--- src/rtl/pfm_two_phase_counter.sv ---
module pfm_two_phase_counter #(
  parameter int CW = 14,
  parameter int RW = 11
) (
  input  logic          clk,
  input  logic          rst_n,
  input  logic          comp_pulse,
  input  logic          frame_end,
  output logic [CW-1:0] coarse_count,
  output logic [RW-1:0] residue_count,
  output logic          residue_ovf,
  output logic          frame_done
);
  localparam logic [CW-1:0] CMAX = {CW{1'b1}};
  localparam logic [CW-1:0] RMAX = CW'({RW{1'b1}});

  logic          s1, s2, s3;
  logic          trig;
  logic          in_res;
  logic          ovf_q;
  logic [CW-1:0] cnt;
  logic [CW-1:0] cnt_inc;

  always_ff @(posedge clk or negedge rst_n)
    if (!rst_n) {s1, s2, s3} <= '0;
    else        {s1, s2, s3} <= {comp_pulse, s1, s2};

  assign trig    = s2 & ~s3;
  assign cnt_inc = (cnt == CMAX) ? cnt : cnt + 1'b1;

  always_ff @(posedge clk or negedge rst_n)
    if (!rst_n) begin
      in_res        <= 1'b0;
      cnt           <= '0;
      ovf_q         <= 1'b0;
      coarse_count  <= '0;
      residue_count <= '0;
      residue_ovf   <= 1'b0;
      frame_done    <= 1'b0;
    end else begin
      frame_done <= 1'b0;
      if (!in_res) begin
        if (frame_end) begin
          coarse_count <= trig ? cnt_inc : cnt;
          cnt          <= '0;
          ovf_q        <= 1'b0;
          in_res       <= 1'b1;
        end else if (trig) begin
          cnt <= cnt_inc;
        end
      end else begin
        if (trig) begin
          residue_count <= cnt[RW-1:0];
          residue_ovf   <= ovf_q;
          frame_done    <= 1'b1;
          cnt           <= '0;
          in_res        <= 1'b0;
        end else if (cnt == RMAX) begin
          ovf_q <= 1'b1;
        end else begin
          cnt <= cnt + 1'b1;
        end
      end
    end
endmodule

--- config.mk ---
export PLATFORM = sky130hd
export DESIGN_NAME = pfm_two_phase_counter
export DESIGN_NICKNAME = d
export VERILOG_FILES = /design/src/rtl/pfm_two_phase_counter.sv
export SDC_FILE = /design/constraint.sdc
export NUM_CORES = 1
export LEC_CHECK = 0
export ABC_AREA = 1
export BUFFER_PORTS_ARGS = -buffer_cell sky130_fd_sc_hd__buf_2
export CAP_MARGIN = 20
export CORE_MARGIN = 5
export CORE_UTILIZATION = 60
export CTS_BUF_LIST = sky130_fd_sc_hd__clkbuf_2
export DETAILED_ROUTE_END_ITERATION = 10
export PLACE_DENSITY_LB_ADDON = 0.1
export REMOVE_ABC_BUFFERS = 1
export SLEW_MARGIN = 5
export SYNTH_ARGS = -nofsm -noshare
export SYNTH_HDL_FRONTEND = slang
export SYNTH_SLANG_ARGS = --single-unit
--- constraint.sdc ---
create_clock -name clk -period 4.4 [get_ports clk]
set_input_delay 0.44 -clock clk [delete_from_list [all_inputs] [get_ports clk]]
set_output_delay 0.44 -clock clk [all_outputs]
set_load 0.02 [all_outputs]
Yosys cells after proc, flatten, opt, wreduce, memory -nomap -nowiden --
Index checks and enable logic that the tools add are counted.
Cells by class: add/subtract/negate cells 1, multiply operators 0, divide/modulo/power cells 0, magnitude comparators 0, eq/ne operators 5, shift-type cells 0, mux-type cells 15, bitwise gates (word level) 3, reductions and logical operators 4
Operator list (number):
- 2-to-1 mux 14 bit | 6
- adder 14 x 1 -> 14 bit, second input constant | 1
- equality test 14 x 11 -> 1 bit, second input constant | 1
- equality test 14 bit, second input constant | 1
- 2-to-1 mux 1 bit | 9
- AND reduction 2 bit | 2
- != test 3 bit, second input constant | 1
- AND reduction 3 bit | 1
- != test 2 x 1 -> 1 bit, second input constant | 1
- != test 2 bit, second input constant | 1
- inverter 1 bit | 2
- nonzero test 2 bit | 1
- AND 1 bit | 1
Word-level totals: register bits 46, latch bits 0, bits in writable memories 0, bits in read-only memories 0, input port bits 4, output and inout port bits 27, memories 0

Depth between registers and ports, before layout --
Gate-level depths: netlist (run 1).
depth in word-level cells 5, mapped depth 10, mapped depth without buffers 9

Worst setup path before layout (run 1) --
Ideal clock, no wire load.
path type reg2reg, start register cnt[0], end register coarse_count[3], arrival 1385 ps, required time 4269 ps, slack 2884 ps, stages on the path, launching flop included 10, buffers on the path 1, period minus slack after synthesis 1516 ps, cell sequence dfrtp_1 > ha_1 > nand2_1 > nor2_1 > nand3_1 > nor2_1 > nor2_1 > buf_6 > o21ai_1 > o21ai_1
Between the ends: cells in the longest elaborated chain, start to end 3, elaborated cells between the ends (all ways) 4, those cells by class add/sub (1); eq/ne (1); mux (2)
RTL lines:
- from (decl) | RTL line 21 | logic [CW-1:0] cnt;
- from (signal assigned) | RTL line 49 | cnt <= cnt_inc;
- from (signal assigned) | RTL line 61 | cnt <= cnt + 1'b1;
- adder 14 x 1 -> 14 bit / equality test 14 bit (equally long branches) | RTL line 29 | assign cnt_inc = (cnt == CMAX) ? cnt : cnt + 1'b1;
- 2-to-1 mux 14 bit * | RTL line 29
- 2-to-1 mux 14 bit *
- to (signal assigned) | RTL line 44 | coarse_count <= trig ? cnt_inc : cnt;
- to (decl) | RTL line 9 | output logic [CW-1:0] coarse_count,
Every way passes the cells marked *; elsewhere a longest branch is shown, timed or not. A chain may end at the register's enable or synchronous reset.

Final worst setup path (run 1) --
Same ends and word-level chain as after synthesis.

==> results by group, run 1 <==
Floorplanning
  – Ports: 31
  – Initial Util: 60.90%
  – Core area: between 0.003 and 0.004 sq mm
  – Site Rows: 22
  – Die W: 70.50 microns
  – Die ar.: around 0.005 sq mm
  – Die Height: a little over 70 microns

Critical path
  – Startpoint Class: register
  – Crit-path cells: ha_1 -> nand2_1 -> nor2_1 -> nand3_1 -> nor2_1 -> nor2_1 -> nand2_1 -> o21ai_1 -> o21ai_1
  – Worst Setup End Kind: register
  – CP max FO: 11
  – CP max stage cell: nor2_1
  – Critical path type: reg -> reg
  – CP max stage delay: approximately 0.56 ns
  – Critical Path RT: ~4.7 ns
  – Arrival time worst endpoint: 2.35 ns
  – Top cell by count, worst path: nor2_1
  – Bufs and invs on worst path: 0
  – Crit path max-delay family: simple AND/OR/NAND/NOR gates

Power
  – Worst vdd ir: 0.0002434 V
  – Clock network power share: ~14%
  – Sw Share: between 40% and 50%
  – Combinational fraction of design power: a little over a third
  – Power density cells: around 480 mW/mm^2
  – Pint: approximately 0.7 mW
  – Leak Pwr: about 1.3 nW
  – Flop pwr share: between 50% and 60%
  – Sw Pwr: ~0.49 mW

Finish
  – Storage cell area: roughly 0.0012 sq mm
  – P&R area growth vs syn: 11.45%
  – Share of layout cells above drive strength 1: approximately 17%
  – Fin cells: 351
  – Nets: 307
  – Filler Cell Count: around 320
  – Ant. Diodes: 0
  – Final Cell Area: 0.002447 sq mm
  – Area of the multi-input gates: 923.4 sq um

CTS
  – # hold bufs at CTS: 0
  – Post-CTS Setup Repair Bufs: 0
  – CTS Buf Count: 5
  – H-tree Lvls: 2
  – CTS tree: built
  – Cts repair resizes: 0
  – Num Clock Sinks: 46
  – CTS clk-pin slew, worst paths: 0.23 ns
  – CTS root buf: clkbuf_2
  – Worst skew pair latency: 0.42 ns
  – Max Root-Sink Buffers: 2

Route
  – TritonRoute pass-1 iters: 5
  – Final wirelength: 4737 microns
  – DR WL/cell: 13.50 microns
  – DR iter-0 viols: around 120
  – Via count: ~1800
  – DRC errors left: 0
  – Vias per cell: 5.225
  – Post-DRT Antenna Nets: 0

Place
  – Post-place instance area: approximately 0.0024 sq mm
  – Final GP Congestion: approximately 0.89
  – # port buffers: 30
  – Placed insts: ~340
  – Post-DP HPWL: 3450 microns

Timing
  – Setup tns final: 0 ns
  – Unrepaired setup endpoints after global routing: no
  – Slew at the pin closest to its max-slew limit: around 0.73 ns
  – Final slew viol count: 0
  – Final setup fails: 0
  – Final hold vios: 0
  – Period utilization: a little under half
  – Setup Skew: slightly above 0.02 ns
  – F_max: ~490 MHz
  – Rel. slew slack: about half
  – Worst Hold Slack: approximately 0.12 ns
  – Min Tclk post-route: 2.047 ns

Logic synthesis
  – Synthesized area per cell: 8.193 sq um
  – Distinct cell type count after synthesis: 25
  – Largest area contributor in the netlist: dfrtp_1
  – Synth Cell Area: about 0.0022 sq mm
  – Post-synth top flop: dfrtp_1
  – Ys async rst share: 100.0%
  – Top cells by count, synth: 82 x nand2_1, 46 x dfrtp_1, 25 x nor2_1, 24 x o21ai_0, 23 x inv_1
  – Cells after Synth: between 200 and 300
  – Synth Register Bits: 46
  – Number of synthesized flops with an enable pin: 0
  – Sequential fraction of the synthesis area: 52.42%
  – Top area cells in the synthesized netlist: dfrtp_1 52%, nand2_1 14%, o21ai_0 5.5%
  – Most instantiated library cell after synthesis: nand2_1
  – Synth top area share: 52.42%
  – Count of warnings emitted by yosys: 0

GRT
  – Most used routing layer: met2
  – First-pass GRT wire length: roughly 8400 microns
  – Initial antenna violation count: 0
  – Met1 Track Usage GR: 30.39%
  – Met3 usage: under 10%
  – Pin count of the biggest net entering global routing: 47
  – Total GRT Usage: 21.49%
  – Total grt overflow: 0
  – Grt met2 use: between 30 and 40%
  – Vias in the first global route: 1773

Job
  – Max Cap Viol: 0

Status
  – Status: finished clean

Worst hold path
  – Worst hold path type: in -> reg
## cells by family after synthesis
family	count (synthesis)	share of synthesized area, %
compound gates	42	10.54
simple gates	139	26.95
xor+xnor	10	3.989
flops	46	52.42
buf+inv	30	5.527
fa+ha+maj	1	0.5697
## state kept, by name, indices dropped and copies added (netlist names)
name and flops:
s2 1, residue_count 11, residue_ovf 1, ovf_q 1, coarse_count 14, cnt 14, in_res 1, s1 1
frame_done 1, s3 1
## final cells by class
type                    instances  area share [%]
repair buffers                 32           7.362
multi-input cells             192           37.73
well taps                      48           2.454
inverters                      25           3.834
clock buffers                   6           1.227
clock inverters                 2          0.3579
flip-flops and latches         46           47.03
## metal layers
layer	part of all wire, %	vias up
li1	-	923
met1	48	867
met2	46	38
met3	5.1	6
met4	1.2	0
met5	0	-
## metrics by stage
step | setup WS [ns] | util (%) | power [mW]
6_report | 2.353 | 67.87 | 1.187
3_5_place_dp | 2.411 | 65.96 | 1.025
3_3_place_gp | 2.449 | 65.96 | 1.014
2_1_floorplan | 2.659 | - | 0.8754
4_1_cts | 2.371 | 67.04 | 1.190
5_1_grt | 2.148 | 67.87 | 1.273
## layout by cell type (no fill, tap or decap), drive strengths merged
cell type,n
o21ai,35
ha,1
nand3b,1
nand4,4
clkbuf,6
nor2,28
nand3,20
o21bai,4
nor3,1
dfrtp,46
nand2,85
xnor2,1
clkinv,2
buf,31
a21oi,3
xor2,9
dlygate4sd3,1
inv,25
## worst register-to-register path, stage by stage, from the launching register on
cell	delay, ns
dfrtp_1	0.47
ha_1	0.26
nand2_1	0.08
nor2_1	0.06
nand3_1	0.11
nor2_1	0.05
nor2_1	0.56
nand2_1	0.11
o21ai_1	0.15
o21ai_1	0.08
## final timing paths
path | startpoint | endpoint | slack (ns) | depth (start not counted)
max | cnt[0] | coarse_count[3] | 2.35 | 9
min | comp_pulse | s1 | 0.12 | 1
max reg2reg | cnt[0] | coarse_count[3] | 2.35 | 9
min reg2reg | s1 | s2 | 0.39 | 0
max in group asynchronous | rst_n | coarse_count[8] | 3.61 | 3
min in group asynchronous | rst_n | cnt[3] | 0.35 | 2
## power by group through the flow
stage	combinational [mW]	clock, mW	sequential, mW
floorplan	0.181	0	0.694
global placement	0.412	0	0.602
detailed placement	0.418	0	0.607
CTS	0.418	0.172	0.599
global route	0.466	0.189	0.619
finish	0.416	0.171	0.600
No activity file was read; power rests on OpenSTA's default activity.
==> run 2: changes to the inputs <==
- CORE_UTILIZATION: 60 -> 59
- clock period: 4.4 -> 2.11 ns (I/O delays scaled with it)
==> results by group, run 2 (same netlist as run 1, synthesis figures left out) <==
Place
  – Post-DP HPWL: 3546 microns (+2.8%)
  – # port buffers: 30 (unchanged)
  – Pre-CTS worst setup slack: 0.06439 ns (-2.346 ns)
  – Final GP Congestion: 0.9279 (+4.7%)
  – Post-place instance area: 0.002424 sq mm (+1.9%)

Floorplanning
  – Die ar.: 0.005042 sq mm (+1.5%)
  – Die Height: 71.01 microns (+0.72%)
  – Core area: 0.003633 sq mm (+0.76%)
  – Site Rows: 22 (unchanged)
  – Die W: 71.01 microns (+0.72%)
  – Ports: 31 (unchanged)
  – Initial Util: 60.43% (-0.46 points)

CTS
  – CTS Buf Count: 5 (unchanged)
  – CTS tree: built
  – Num Clock Sinks: 46 (unchanged)
  – Post-CTS Setup Repair Bufs: 0 (unchanged)
  – Max Root-Sink Buffers: 2 (unchanged)
  – CTS clk-pin slew, worst paths: 0.23 ns (about the same)
  – H-tree Lvls: 2 (unchanged)
  – Worst skew pair latency: 0.42 ns (about the same)
  – CTS root buf: clkbuf_2

Timing
  – Worst Hold Slack: 0.1764 ns (+0.05615 ns)
  – Final hold vios: 0 (unchanged)
  – Setup tns final: 0 ns (unchanged)
  – Rel. slew slack: 60.44% (+9.5 points)
  – Final worst slack: 0.2883 ns (-2.065 ns)
  – Setup Skew: 0.01734 ns (-0.003255 ns)
  – F_max: 548.9 MHz (+12%)
  – Final slew viol count: 0 (unchanged)
  – Period utilization: 86.34% (+40 points)
  – Min Tclk post-route: 1.822 ns (-0.2252 ns)
  – Unrepaired setup endpoints after global routing: no
  – Slew at the pin closest to its max-slew limit: 0.5927 ns (-0.1411 ns)
  – Final setup fails: 0 (unchanged)

Route
  – DR WL/cell: 13.81 microns (+2.3%)
  – DRC errors left: 0 (unchanged)
  – Final wirelength: 4929 microns (+4.1%)
  – Vias per cell: 5.165 (-1.1%)
  – TritonRoute pass-1 iters: 4 (-1)
  – Via count: 1844 (+0.55%)
  – DR iter-0 viols: 139 (+14%)
  – Post-DRT Antenna Nets: 0 (unchanged)

Finish
  – Commonest non-fill, non-tap cell in the layout: nand2_1
  – Filler Cell Count: 318 (-0.31%)
  – Area of the multi-input gates: 925.9 sq um (+0.27%)
  – P&R area growth vs syn: 13.05%
  – Final Cell Area: 0.002482 sq mm (+1.4%)
  – Ant. Diodes: 0 (unchanged)
  – Top flop regs: cnt x14, coarse_count x14, residue_count x11
  – Nets: 313 (+2.0%)
  – Share of layout cells above drive strength 1: 17.80% (+0.97 points)
  – Storage cell area: 0.001151 sq mm (unchanged)
  – Most frequent cells in the layout: 82 x nand2_1, 46 x dfrtp_1, 30 x buf_2

Critical path
  – CP max FO: 9 (-2)
  – CP max stage cell: dfrtp_1
  – RR Startpoint: cnt[0]
  – Bufs and invs on worst path: 1 (+1)
  – Startpoint Class: register
  – Crit-path cells: ha_1 -> nand2_1 -> nor2_1 -> nand2_1 -> nor3_2 -> nand2_2 -> inv_2 -> nor2_1 -> nand2_1
  – Critical Path RT: 2.48 ns (-2.22 ns)
  – Arrival time worst endpoint: 2.19 ns (-0.16 ns)
  – Worst Setup End Kind: register
  – CP max stage delay: 0.45 ns (-0.11 ns)
  – Crit. Startpoint: cnt[0]
  – Crit path max-delay family: simple AND/OR/NAND/NOR gates
  – Top cell by count, worst path: nand2_1
  – Critical path type: reg -> reg

GRT
  – Total GRT Usage: 21.58% (+0.082 points)
  – Vias in the first global route: 1760 (-0.73%)
  – Total grt overflow: 0 (unchanged)
  – Initial antenna violation count: 0 (unchanged)
  – First-pass GRT wire length: 8542 microns (+1.3%)
  – Pin count of the biggest net entering global routing: 47 (unchanged)

Worst hold path
  – Hold_sp: frame_end
  – Worst hold path type: in -> reg

Power
  – Leak Pwr: 1.287 nW (+1.5%)
  – Power consumption: 2.483 mW (+110%)
  – Worst vdd ir: 0.0006311 V (+160%)
  – Power density cells: 1000 mW/mm^2 (+110%)

Job
  – Max Cap Viol: 0 (unchanged)

Status
  – Status: finished clean
## run 2: cell types whose count changed in the layout (fill, tap and decap cells not counted)
| cell | change |
|---|---|
| buf_12 | -1 |
| buf_4 | +6 |
| clkbuf_2 | -1 |
| clkinv_1 | +2 |
| clkinv_2 | -1 |
| dlygate4sd3_1 | +1 |
| nor2_1 | -1 |
| nor2_2 | +1 |
## run 2: layout make-up
cell class | instances | share of cell area (%)
flip-flops and latches | 46 | 46.37
multi-input cells | 192 | 37.30
repair buffers | 38 | 8.669
inverters | 25 | 3.780
well taps | 48 | 2.419
clock buffers | 5 | 1.008
clock inverters | 3 | 0.4536
## run 2: final timing paths
kind | to | slack, ns | depth (start not counted)
worst min register to register | s2 | 0.39 | 0
worst max-delay path | cnt[9] | 0.29 | 9
worst max register to register | cnt[9] | 0.29 | 9
worst min-delay path | cnt[11] | 0.18 | 5
max in group asynchronous | coarse_count[0] | 1.32 | 3
min in group asynchronous | s1 | 0.38 | 3
## run 2: per-stage QoR
step	instances	util, %
3_3_place_gp	347	66.70
4_1_cts	357	68.25
6_report	357	68.32
5_1_grt	357	68.32
3_5_place_dp	347	66.70
2_1_floorplan	263	-
## run 2: repair_timing
item	4_1_cts	5_1_grt
endpoints found under the setup margin	0	15
hold endpoints to repair	47	0
hold buffers	2	0
resized for setup	0	1
## run 2: tightest hold or removal path, cell delays in order
cell and delay [ns]:
buf_2 0.09, nor2_1 0.03, buf_4 0.15, nand3_2 0.07
a21oi_2 0.04
## run 2: per-layer routing
metal	global-route usage [%]	up-vias	share of wire, %
met1	30.26	842	46
met2	32.54	59	46
met4	8.559	0	1.8
li1	-	934	-
met3	4.972	9	6.0
met5	0	-	0
## run 2: report_power, final
part | switching (mW) | internal (mW)
Combinational | 0.581 | 0.303
Clock | 0.273 | 0.0708
Sequential | 0.159 | 1.10
==> run 3: changes to the inputs <==
- CORE_ASPECT_RATIO: not set -> 2
==> results by group, run 3 (same netlist as run 1, synthesis figures left out) <==
GRT
  – Total grt overflow: 0 (unchanged)
  – Pin count of the biggest net entering global routing: 25 (-47%)
  – First-pass GRT wire length: 8190 microns (-4.1%)
  – Initial antenna violation count: 0 (unchanged)
  – Vias in the first global route: 1789 (+1.6%)
  – Total GRT Usage: 21.86% (+0.29 points)

Critical path
  – Critical path type: reg -> reg
  – Worst Setup End Kind: register
  – CP max FO: 9 (unchanged)
  – Arrival time worst endpoint: 2.25 ns (+0.06 ns)
  – Startpoint Class: register
  – Critical Path RT: 2.47 ns (about the same)

Timing
  – Final setup fails: 0 (unchanged)
  – Setup Skew: 0.01046 ns (-0.006874 ns)
  – Min Tclk post-route: 1.892 ns (+0.07003 ns)
  – F_max: 528.6 MHz (-3.7%)
  – Rel. slew slack: 63.49% (+3.0 points)
  – Final hold vios: 0 (unchanged)
  – Final worst slack: 0.2182 ns (-0.07003 ns)
  – Period utilization: 89.66% (+3.3 points)
  – Slew at the pin closest to its max-slew limit: 0.5471 ns (-0.04561 ns)
  – Final slew viol count: 0 (unchanged)

CTS
  – CTS Buf Count: 5 (unchanged)
  – CTS clk-pin slew, worst paths: 0.22 ns (about the same)
  – H-tree Lvls: 2 (unchanged)
  – CTS tree: built
  – Max Root-Sink Buffers: 2 (unchanged)
  – Post-CTS Setup Repair Bufs: 0 (unchanged)
  – Num Clock Sinks: 46 (unchanged)
  – CTS root buf: clkbuf_2
  – Worst skew pair latency: 0.42 ns (about the same)

Finish
  – Final Cell Area: 0.002500 sq mm (+0.71%)
  – Utilization after layout: 69.30% (+0.98 points)
  – Storage cell area: 0.001151 sq mm (unchanged)
  – Filler Cell Count: 312 (-1.9%)
  – Share of layout cells above drive strength 1: 18.45% (+0.65 points)
  – P&R area growth vs syn: 13.85%
  – Top flop regs: cnt x14, coarse_count x14, residue_count x11
  – Area of the multi-input gates: 937.1 sq um (+1.2%)
  – Most frequent cells in the layout: 82 x nand2_1, 46 x dfrtp_1, 30 x buf_2
  – Nets: 313 (unchanged)
  – Commonest non-fill, non-tap cell in the layout: nand2_1
  – Ant. Diodes: 0 (unchanged)

Route
  – DRC errors left: 0 (unchanged)
  – DR WL/cell: 13.31 microns (-3.6%)
  – Post-DRT Antenna Nets: 0 (unchanged)
  – DR iter-0 viols: 82 (-41%)
  – Vias per cell: 5.182 (+0.32%)
  – Via count: 1855 (+0.60%)
  – Final wirelength: 4764 microns (-3.3%)
  – TritonRoute pass-1 iters: 4 (unchanged)

Floorplanning
  – Die Height: 96.28 microns (+36%)
  – Initial Util: 60.87% (+0.44 points)
  – Die W: 53.14 microns (-25%)
  – Site Rows: 31 (+41%)
  – Ports: 31 (unchanged)
  – Die ar.: 0.005116 sq mm (+1.5%)
  – Core area: 0.003607 sq mm (-0.72%)

Place
  – Post-place instance area: 0.002425 sq mm (about the same)
  – # port buffers: 30 (unchanged)
  – Final GP Congestion: 0.8764 (-5.6%)
  – Post-DP HPWL: 3600 microns (+1.5%)
  – Pre-CTS worst setup slack: 0.07439 ns (+0.009994 ns)

Power
  – Leak Pwr: 1.292 nW (+0.36%)
  – Power consumption: 2.483 mW (about the same)
  – Power density cells: 993.2 mW/mm^2 (-0.72%)
  – Worst vdd ir: 0.0006556 V (+3.9%)

Worst hold path
  – Worst hold path type: in -> reg

Status
  – Status: finished clean

Job
  – Max Cap Viol: 0 (unchanged)
==> run 3: cell count changes in the layout (fill, tap and decap cells not counted) <==
cell / change
nor2_4: +1
clkinv_2: +1
nor3_2: -1
clkinvlp_4: +1
nor2_2: -1
nor3_4: +1
clkinv_1: -2
==> run 3: power by group <==
| part | total, mW | switching, mW | internal [mW] |
|---|---|---|---|
| logic | 0.880 | 0.577 | 0.303 |
| registers | 1.25 | 0.154 | 1.10 |
| clock network | 0.353 | 0.277 | 0.0755 |
| total | 2.48 | 1.01 | 1.47 |
==> run 3: worst paths after layout <==
path / from / to / slack, ns / cells after the start
min in group asynchronous: rst_n / residue_count[3] / 0.25 / 2
max in group asynchronous: rst_n / coarse_count[9] / 1.16 / 3
worst min-delay path: frame_end / cnt[11] / 0.20 / 5
worst max-delay path: cnt[0] / cnt[3] / 0.22 / 9
worst min register to register: s1 / s2 / 0.39 / 0
worst max register to register: cnt[0] / cnt[3] / 0.22 / 9
==> run 3: per-stage QoR <==
stage / TNS (ns) / hold slack, ns / std cells
finish: 0 / 0.2003 / 358
global route: -0.1260 / 0.1666 / 358
CTS: 0 / 0.1852 / 358
detailed placement: 0 / 0.2152 / 348
global placement: 0 / 0.1991 / 348
floorplan: 0 / -0.08459 / 263
==> run 3: cell type report <==
class,count,share of cell area [%]
Sequential cell,46,46.05
Multi-Input combinational cell,192,37.49
Timing Repair Buffer,38,8.609
Inverter,25,3.754
Tap cell,49,2.452
Clock buffer,5,1.001
Clock inverter,3,0.6507
==> run 3: what timing repair did <==
item,4_1_cts,5_1_grt
hold buffers,2,0
setup endpoints to repair,0,16
gates resized for setup,0,3
endpoints found under the hold margin,23,0
==> run 3: metal layers <==
metal | part of all wire (%) | routed length (microns) | up-vias | global-route usage [%]
li1 | - | - | 937 | -
met5 | 0 | 0 | - | 0
met4 | 3.2 | 153 | 0 | 11.51
met3 | 4.8 | 228 | 15 | 3.876
met2 | 52 | 2492 | 52 | 36.41
met1 | 40 | 1890 | 851 | 26.19
==> run 3: critical path: stages, from the launching register on <==
cell and delay (ns):
dfrtp_1 0.47, ha_1 0.25, nand2_1 0.08, nor2_1 0.20, nand2_1 0.18, nor3_4 0.20, nand2_2 0.19, inv_2 0.15
nor2_1 0.05, o21ai_1 0.06
